==> config.mk <==
export PLATFORM = sky130hd
export DESIGN_NAME = irq_sense_ctrl
export DESIGN_NICKNAME = d
export VERILOG_FILES = /design/src/rtl/irq_sense_pkg.sv /design/src/rtl/irq_pin_sync.sv /design/src/rtl/irq_cfg_regs.sv /design/src/rtl/irq_chan.sv /design/src/rtl/irq_lowest.sv /design/src/rtl/irq_sense_ctrl.sv
export SDC_FILE = /design/constraint.sdc
export NUM_CORES = 1
export LEC_CHECK = 0
export ABC_AREA = 1
export BUFFER_PORTS_ARGS = -buffer_cell sky130_fd_sc_hd__buf_2
export CAP_MARGIN = 20
export CORE_MARGIN = 5
export CORE_UTILIZATION = 50
export CTS_CLUSTER_DIAMETER = 50
export CTS_CLUSTER_SIZE = 24
export DETAILED_ROUTE_END_ITERATION = 12
export PLACE_DENSITY = 0.82
export SKIP_LAST_GASP = 1
export SYNTH_ARGS = -nofsm -noshare
export SYNTH_HDL_FRONTEND = slang
export SYNTH_HIERARCHICAL = 1
export SYNTH_SLANG_ARGS = --single-unit
==> constraint.sdc <==
create_clock -name clk -period 1.63 [get_ports clk]
set_input_delay 0.0815 -clock clk [delete_from_list [all_inputs] [get_ports clk]]
set_output_delay 0.0815 -clock clk [all_outputs]
set_load 0.02 [all_outputs]
==> src/rtl/irq_sense_pkg.sv <==
package irq_sense_pkg;
  parameter int unsigned IRQ_CHANNELS = 8;
  parameter int unsigned IRQ_SYNC_STAGES = 2;

  localparam logic MODE_LEVEL = 1'b0;
  localparam logic MODE_FALL = 1'b1;

  // falling step of a synchronized active-low pin
  function automatic logic is_fall(input logic prev_v, input logic cur_v);
    return prev_v & ~cur_v;
  endfunction

  // quiet clear of a stale pending flag
  function automatic logic quiet_clear(input logic mask_v, input logic sense_v,
                                       input logic en_v);
    return mask_v & (sense_v == MODE_LEVEL) & ~en_v;
  endfunction
endpackage

==> src/rtl/irq_pin_sync.sv <==
module irq_pin_sync #(
  parameter int unsigned N = 8,
  parameter int unsigned STAGES = 2
) (
  input  logic         clk,
  input  logic         rst_n,
  input  logic [N-1:0] pin_i,
  output logic [N-1:0] pin_s
);
  logic [N-1:0] stg [STAGES];

  generate
    for (genvar s = 0; s < STAGES; s++) begin : g_stage
      if (s == 0) begin : g_first
        always_ff @(posedge clk or negedge rst_n) begin
          if (!rst_n) stg[s] <= '1;
          else        stg[s] <= pin_i;
        end
      end else begin : g_next
        always_ff @(posedge clk or negedge rst_n) begin
          if (!rst_n) stg[s] <= '1;
          else        stg[s] <= stg[s-1];
        end
      end
    end
  endgenerate

  assign pin_s = stg[STAGES-1];
endmodule

==> src/rtl/irq_cfg_regs.sv <==
module irq_cfg_regs #(
  parameter int unsigned N = 8
) (
  input  logic         clk,
  input  logic         rst_n,
  input  logic         sense_we,
  input  logic         enable_we,
  input  logic [N-1:0] wdata,
  output logic [N-1:0] sense_q,
  output logic [N-1:0] enable_q
);
  always_ff @(posedge clk or negedge rst_n) begin
    if (!rst_n) begin
      sense_q  <= '0;
      enable_q <= '0;
    end else begin
      if (sense_we)  sense_q  <= wdata;
      if (enable_we) enable_q <= wdata;
    end
  end

  a_r2_sense_load: assert property (@(posedge clk) disable iff (!rst_n)
    sense_we |=> sense_q == $past(wdata));
  a_r2_enable_load: assert property (@(posedge clk) disable iff (!rst_n)
    enable_we |=> enable_q == $past(wdata));
endmodule

==> src/rtl/irq_chan.sv <==
module irq_chan
  import irq_sense_pkg::*;
(
  input  logic clk,
  input  logic rst_n,
  input  logic pin_s,
  input  logic sense_i,
  input  logic en_i,
  input  logic mask_i,
  input  logic ack_hit_i,
  output logic req_o
);
  logic prev_q;
  logic pend_q;
  logic fall_evt;
  logic set_evt;
  logic ack_clr;
  logic quiet_clr;
  logic level_req;

  always_ff @(posedge clk or negedge rst_n) begin
    if (!rst_n) prev_q <= 1'b1;
    else        prev_q <= pin_s;
  end

  assign fall_evt  = is_fall(prev_q, pin_s);
  assign set_evt   = (sense_i == MODE_FALL) & en_i & fall_evt;
  assign ack_clr   = ack_hit_i & (sense_i == MODE_FALL);
  assign quiet_clr = quiet_clear(mask_i, sense_i, en_i);

  // a new edge wins over a clear in the same cycle
  always_ff @(posedge clk or negedge rst_n) begin
    if (!rst_n)                      pend_q <= 1'b0;
    else if (set_evt)                pend_q <= 1'b1;
    else if (ack_clr || quiet_clr)   pend_q <= 1'b0;
  end

  assign level_req = (sense_i == MODE_LEVEL) & en_i & ~pin_s;
  assign req_o     = pend_q | level_req;

  a_r4_fall_latches: assert property (@(posedge clk) disable iff (!rst_n)
    (sense_i && en_i && fall_evt) |=> pend_q);
  a_r5_no_set_when_off: assert property (@(posedge clk) disable iff (!rst_n)
    $rose(pend_q) |-> $past(en_i && sense_i));
  a_r6_pending_holds: assert property (@(posedge clk) disable iff (!rst_n)
    (pend_q && !ack_hit_i && !(mask_i && !sense_i && !en_i)) |=> pend_q);
  a_r8_quiet_clear: assert property (@(posedge clk) disable iff (!rst_n)
    (mask_i && !sense_i && !en_i) |=> !pend_q);
  a_r9_ack_clears: assert property (@(posedge clk) disable iff (!rst_n)
    (ack_hit_i && sense_i && !fall_evt) |=> !pend_q);
  a_r3_level_follows: assert property (@(posedge clk) disable iff (!rst_n)
    (!sense_i && !pend_q) |-> (req_o == (en_i && !pin_s)));
endmodule

==> src/rtl/irq_lowest.sv <==
module irq_lowest #(
  parameter int unsigned N = 8,
  localparam int unsigned W = (N > 1) ? $clog2(N) : 1
) (
  input  logic [N-1:0] vec_i,
  output logic [W-1:0] idx_o,
  output logic         any_o
);
  function automatic logic [W-1:0] first_set(input logic [N-1:0] v);
    logic [W-1:0] r;
    r = '0;
    for (int i = N - 1; i >= 0; i--) begin
      if (v[i]) r = W'(i);
    end
    return r;
  endfunction

  assign idx_o = first_set(vec_i);
  assign any_o = |vec_i;
endmodule

==> src/rtl/irq_sense_ctrl.sv <==
module irq_sense_ctrl
  import irq_sense_pkg::*;
#(
  parameter int unsigned N = IRQ_CHANNELS,
  parameter int unsigned SYNC = IRQ_SYNC_STAGES,
  localparam int unsigned IW = (N > 1) ? $clog2(N) : 1
) (
  input  logic          clk,
  input  logic          rst_n,
  input  logic [N-1:0]  irq_pin_n,
  input  logic          sense_we,
  input  logic          enable_we,
  input  logic [N-1:0]  cfg_wdata,
  output logic [N-1:0]  sense_rd,
  output logic [N-1:0]  enable_rd,
  input  logic          cpu_mask,
  input  logic          ack_valid,
  input  logic [IW-1:0] ack_idx,
  output logic [N-1:0]  chan_req,
  output logic          cpu_req,
  output logic [IW-1:0] req_idx
);
  logic [N-1:0] pin_s;
  logic [N-1:0] sense_q;
  logic [N-1:0] enable_q;
  logic [N-1:0] ack_hit;
  logic         any_req;

  irq_pin_sync #(.N(N), .STAGES(SYNC)) u_sync (
    .clk(clk), .rst_n(rst_n), .pin_i(irq_pin_n), .pin_s(pin_s)
  );

  irq_cfg_regs #(.N(N)) u_regs (
    .clk(clk), .rst_n(rst_n), .sense_we(sense_we), .enable_we(enable_we),
    .wdata(cfg_wdata), .sense_q(sense_q), .enable_q(enable_q)
  );

  generate
    for (genvar g = 0; g < N; g++) begin : g_chan
      assign ack_hit[g] = ack_valid && (ack_idx == IW'(g));
      irq_chan u_chan (
        .clk(clk), .rst_n(rst_n), .pin_s(pin_s[g]), .sense_i(sense_q[g]),
        .en_i(enable_q[g]), .mask_i(cpu_mask), .ack_hit_i(ack_hit[g]),
        .req_o(chan_req[g])
      );
    end
  endgenerate

  irq_lowest #(.N(N)) u_pick (
    .vec_i(chan_req), .idx_o(req_idx), .any_o(any_req)
  );

  assign cpu_req   = any_req & ~cpu_mask;
  assign sense_rd  = sense_q;
  assign enable_rd = enable_q;

  a_r10_mask_blocks: assert property (@(posedge clk) disable iff (!rst_n)
    cpu_mask |-> !cpu_req);
  a_r10_any_reaches: assert property (@(posedge clk) disable iff (!rst_n)
    (!cpu_mask && chan_req != '0) |-> cpu_req);
  a_r11_lowest_first: assert property (@(posedge clk) disable iff (!rst_n)
    (chan_req != '0) |-> (chan_req[req_idx] &&
      ((chan_req & ((N'(1) << req_idx) - N'(1))) == '0)));
  a_r1_idle_zero: assert property (@(posedge clk) disable iff (!rst_n)
    (chan_req == '0) |-> (req_idx == '0));
endmodule

After elaboration in Yosys (flattened, before gate mapping)
Index checks and enable logic that the tools add are counted.

word-level totals
  register bits = 48
  input bits = 25
  output and inout bits = 28
  logic and storage cells = 175

operators by class
  equality and inequality tests = 7
  muxes and demuxes = 24
  bitwise logic cells = 98
  reduce and logical (&&, ||, !) cells = 26

operators by type and width
  operator            number
  $and 1x1->1         65
  $not 1->1           25
  $mux 3              8
  $mux 1              16
  $reduce_bool 2->1   8
  $eq 3x3->1 const B  4
  $logic_and 1x1->1   8
  $logic_or 1x1->1    8
  $or 1x1->1          8
  $reduce_or 8->1     1
  $eq 3x2->1 const B  2
  $eq 3x1->1 const B  1
  $logic_not 3->1     1

Depth between registers and ports, before layout
  word-level depth = 12
  gate-level depth with buffers = 11
  depth with buffers taken out = 10

Modules after synthesis
Netlist, hierarchy kept.

modules (own cells, without submodules)
  module          instances  cells each  area each (um2)  seq. area each (um2)
  irq_chan        8          13          103.8            51.3
  irq_cfg_regs    1          68          610.6            400.4
  irq_pin_sync    1          24          480.5            420.4
  irq_lowest      1          22          98.8             0.0
  irq_sense_ctrl  1          19          71.3             0.0

Least setup slack after synthesis
OpenSTA, ideal clock, no wires.

  path type = reg2out
  from = register u_sync.stg, in the netlist u_sync/pin_s[6]
  to = output req_idx[0]
  arrival time = 1.503 ns
  required time = 1.548 ns
  slack = 0.046 ns
  stages on the path, launching flop included = 12
  buffers on the path = 1
  cells stage by stage = dfstp_2 -> buf_4 -> inv_1 -> nand3_1 -> nand2_1 -> inv_1 -> nand2_1 -> nand2_1 -> nand2_1 -> nand2_1 -> nand2_1 -> a21oi_1

between the ends
  longest elaborated chain between the ends = 10

ends and longest elaborated chain
  element                          line                  RTL
  start, declared                  irq_pin_sync.sv:10    logic [N-1:0] stg [STAGES];
  start signal, assigned by index  irq_pin_sync.sv:22    else stg[s] <= stg[s-1];
  $not 1->1                        irq_chan.sv:38        assign level_req = (sense_i == MODE_LEVEL) & en_i & ~pin_s;
  $and 1x1->1                      irq_chan.sv:38
  $or 1x1->1                       irq_chan.sv:39        assign req_o = pend_q | level_req;
  named net chan_req[6]            irq_sense_ctrl.sv:19  output logic [N-1:0] chan_req,
  $mux 3 (7 in a row)              irq_lowest.sv:13      if (v[i]) r = W'(i);
  end, declared                    irq_sense_ctrl.sv:21  output logic [IW-1:0] req_idx

The timed path passes the listed nets, and every way through them passes these cells.

Final worst setup path
  from = register u_sync.stg, in the netlist u_sync/pin_s[6]
  to = output req_idx[1]

between the ends
  longest elaborated chain between the ends = 10

ends and longest elaborated chain
  element              line
  $not 1->1            irq_chan.sv:38
  $and 1x1->1          irq_chan.sv:38
  $or 1x1->1           irq_chan.sv:39
  $mux 3 (7 in a row)  irq_lowest.sv:13

No other way between the ends.

==> flow_metrics.env <==
export IMPL_skew_ns=0.00368
export IMPL_slowest_stage="dfstp_2"
export IMPL_hold_start="cfg_wdata[3]"
export IMPL_setup_worst_path_start_class="flop"
export IMPL_grt_max_degree=28
export IMPL_coreArea_um2=4030
export IMPL_worstReg2RegEnd="g_chan[7].u_chan/pend_q"
export IMPL_place_gp_congestion=0.749
export IMPL_routedWlPerCell_um=13.1
export IMPL_synthToLayoutAreaGrowth_pct=26.4
export IMPL_clockRootBuffer="clkbuf_8"
export IMPL_synthesis_nets=262
export IMPL_overflow=0
export IMPL_power_total_mw=2.76
export IMPL_setup_violations=4
export IMPL_synth_seq_cells=48
export IMPL_hold_end="u_regs/enable_q[3]"
export IMPL_r2r_slack_ns=0.70
export IMPL_fin_hold_ws_ns=0.00604
export IMPL_ys_seq_area_frac=0.589
export IMPL_ir_drop_uv=721
export IMPL_start_util=0.519
export IMPL_multi_input_area_um2=651
export IMPL_path_clk_slew_ns=0.08
export IMPL_period_minus_slack_ns=1.80
export IMPL_reg2regPathDepth=4
export IMPL_antenna_found_initial=0
export IMPL_wirelength_um=4640
export IMPL_worstMarginPinSlew_ns=0.498
export IMPL_grt_pass1_vias=1787
export IMPL_report_final_slew_viol_count=0
export IMPL_placed_area_um2=2350
export IMPL_port_buffers=52
export IMPL_rsz0062_at_grt="yes"
export IMPL_violations="negative setup slack"
export IMPL_die_width_um=74.7
export IMPL_placed_cells=330
export IMPL_cts_inserted_buffers=5
export IMPL_crit_type="flop to primary output"
export IMPL_powerDensity_nw_per_um2=1040
export IMPL_path_cells="inv_2, nand3_2, nand2_2, or2_4, buf_4, nand3_2, a31oi_1, buf_4"
export IMPL_p_leak_nw=1.45
export IMPL_stdcell_area_um2=2650
export IMPL_required_ns=1.55
export IMPL_slew_headroom=0.668
export IMPL_cp_end_kind="primary output"
export IMPL_grt_pass1_wl_um=7950
export IMPL_dr_pass1_iters=4
export IMPL_drc_errors=0
export IMPL_tritoncts_num_sinks=48
export IMPL_io_pins=53
export IMPL_cts_tree="done"
export IMPL_synth_area_um2=2090
export IMPL_max_cap_violations=0
export IMPL_fin_nets=329
export IMPL_fillerInstances=351
export IMPL_fin_util=0.657
export IMPL_clockBufferDepth=2
export IMPL_hpwl_um=3320
export IMPL_fin_crit_sh=1.10
export IMPL_r2r_start="u_sync/pin_s[7]"
export IMPL_synth_warnings=6
export IMPL_status="finished with violations"
export IMPL_instances_no_fill=355
export IMPL_grt_usage=0.189
export IMPL_die_h_um=74.7
export IMPL_final_common_cell="nand2_1"
export IMPL_crit_fanout=3
export IMPL_clkLatencyLatePin_ns=0.29
export IMPL_drive_gt1_frac=0.410
export IMPL_final_cell_mix="nand2_1 (82), buf_2 (48), inv_1 (30)"
export IMPL_htreeDepth=2
export IMPL_hp_class="primary input to flop"
export IMPL_vias=1720
export IMPL_die_area_um2=5580
export IMPL_drt_iter0_markers=84
export IMPL_hold_viol=0
export IMPL_fmaxAchievable_mhz=557
export IMPL_final_setup_worst_slack_ns=-0.166
export IMPL_viasPerCell=4.85
export IMPL_num_rows=23
export IMPL_critPathMaxStageDelay_ns=0.54
export IMPL_antenna_left=0
export IMPL_min_path_cells=3
export IMPL_n_antenna_cell=0
export IMPL_syn_inst=237
export IMPL_regArea_um2=1230
export IMPL_critPathArrivalTime_ns=1.71
export IMPL_synth_distinct_cells=15
export IMPL_avgSynthCellArea_um2=8.83
per-layer routing:
layer / vias up / track usage / wire [um]
li1: 854 / - / -
met3: 6 / 0.0414 / 286
met5: - / 0 / 0
met2: 43 / 0.333 / 2410
met4: 0 / 0.0652 / 64
met1: 817 / 0.231 / 1880
cells in the mapped netlist:
cell	instances	area, um^2
nand4_1	9	56.3
nor2_1	10	37.5
buf_4	8	60.1
inv_1	36	135
dfstp_2	24	631
a21oi_1	9	45.0
or2_1	1	6.26
nand3_2	8	80.1
nand2_1	85	319
inv_2	10	37.5
a31oi_1	1	6.26
buf_6	2	22.5
dfrtp_1	24	601
nor3_2	1	10.0
nand3_1	9	45.0
flip-flops by register name (all words and copies together), names as in the netlist:
name and flops:
g_chan.u_chan/pend_q 8, g_chan.u_chan/prev_q 8, u_regs/enable_q 8, u_regs/sense_q 8
u_sync/pin_s 8, u_sync/stg 8
worst max-delay path, delay by kind of cell, from the launching register on:
family | cells | cell delay, ns
compound gates | 1 | 0.09
flops | 1 | 0.54
buf+inv | 3 | 0.35
simple gates | 4 | 0.45
where the power goes:
part / internal, mW / total, mW / switching (mW)
Clock: 0.301 / 0.661 / 0.359
Sequential: 1.31 / 1.38 / 0.0676
Combinational: 0.276 / 0.721 / 0.445
Total: 1.89 / 2.76 / 0.872
worst max path at each step:
stage                    startpoint    endpoint
finish              u_sync/pin_s[6]  req_idx[1]
global route        u_sync/pin_s[6]     cpu_req
CTS                 u_sync/pin_s[7]     cpu_req
detailed placement  u_sync/pin_s[6]     cpu_req
global placement    u_sync/pin_s[6]     cpu_req
floorplan           u_sync/pin_s[6]  req_idx[0]
cells by family (layout without fill, tap and decap cells):
| logic type | after synthesis | in the layout | synth area share |
|---|---|---|---|
| AOI/OAI and AO/OA | 10 | 10 | 0.0245 |
| and+or+nand+nor | 123 | 123 | 0.265 |
| DFF | 48 | 48 | 0.589 |
| buffers and inverters | 56 | 124 | 0.122 |
final cells by class:
class	instances	area share
sequential	48	0.465
multi-input combinational	133	0.246
timing repair buffer	70	0.169
inverter	46	0.0653
clock buffer	7	0.0289
tap	50	0.0237
clock inverter	1	0.00189
metrics by stage:
stage | setup slack (ns) | TNS (ns)
2_1_floorplan | 0.0460 | 0
3_3_place_gp | 0.145 | 0
3_5_place_dp | 0.113 | 0
4_1_cts | -0.199 | -0.500
5_1_grt | -0.240 | -0.803
6_report | -0.166 | -0.455
repair_timing:
action                                  CTS  global route
buffers inserted                          8             0
pin swaps                                13             5
gates resized for setup                  18             4
endpoints found under the hold margin    22             0
gates cloned                              0             0
hold buffers                             10             0
endpoints found under the setup margin    4             4
(Power assumes the default switching activity.)
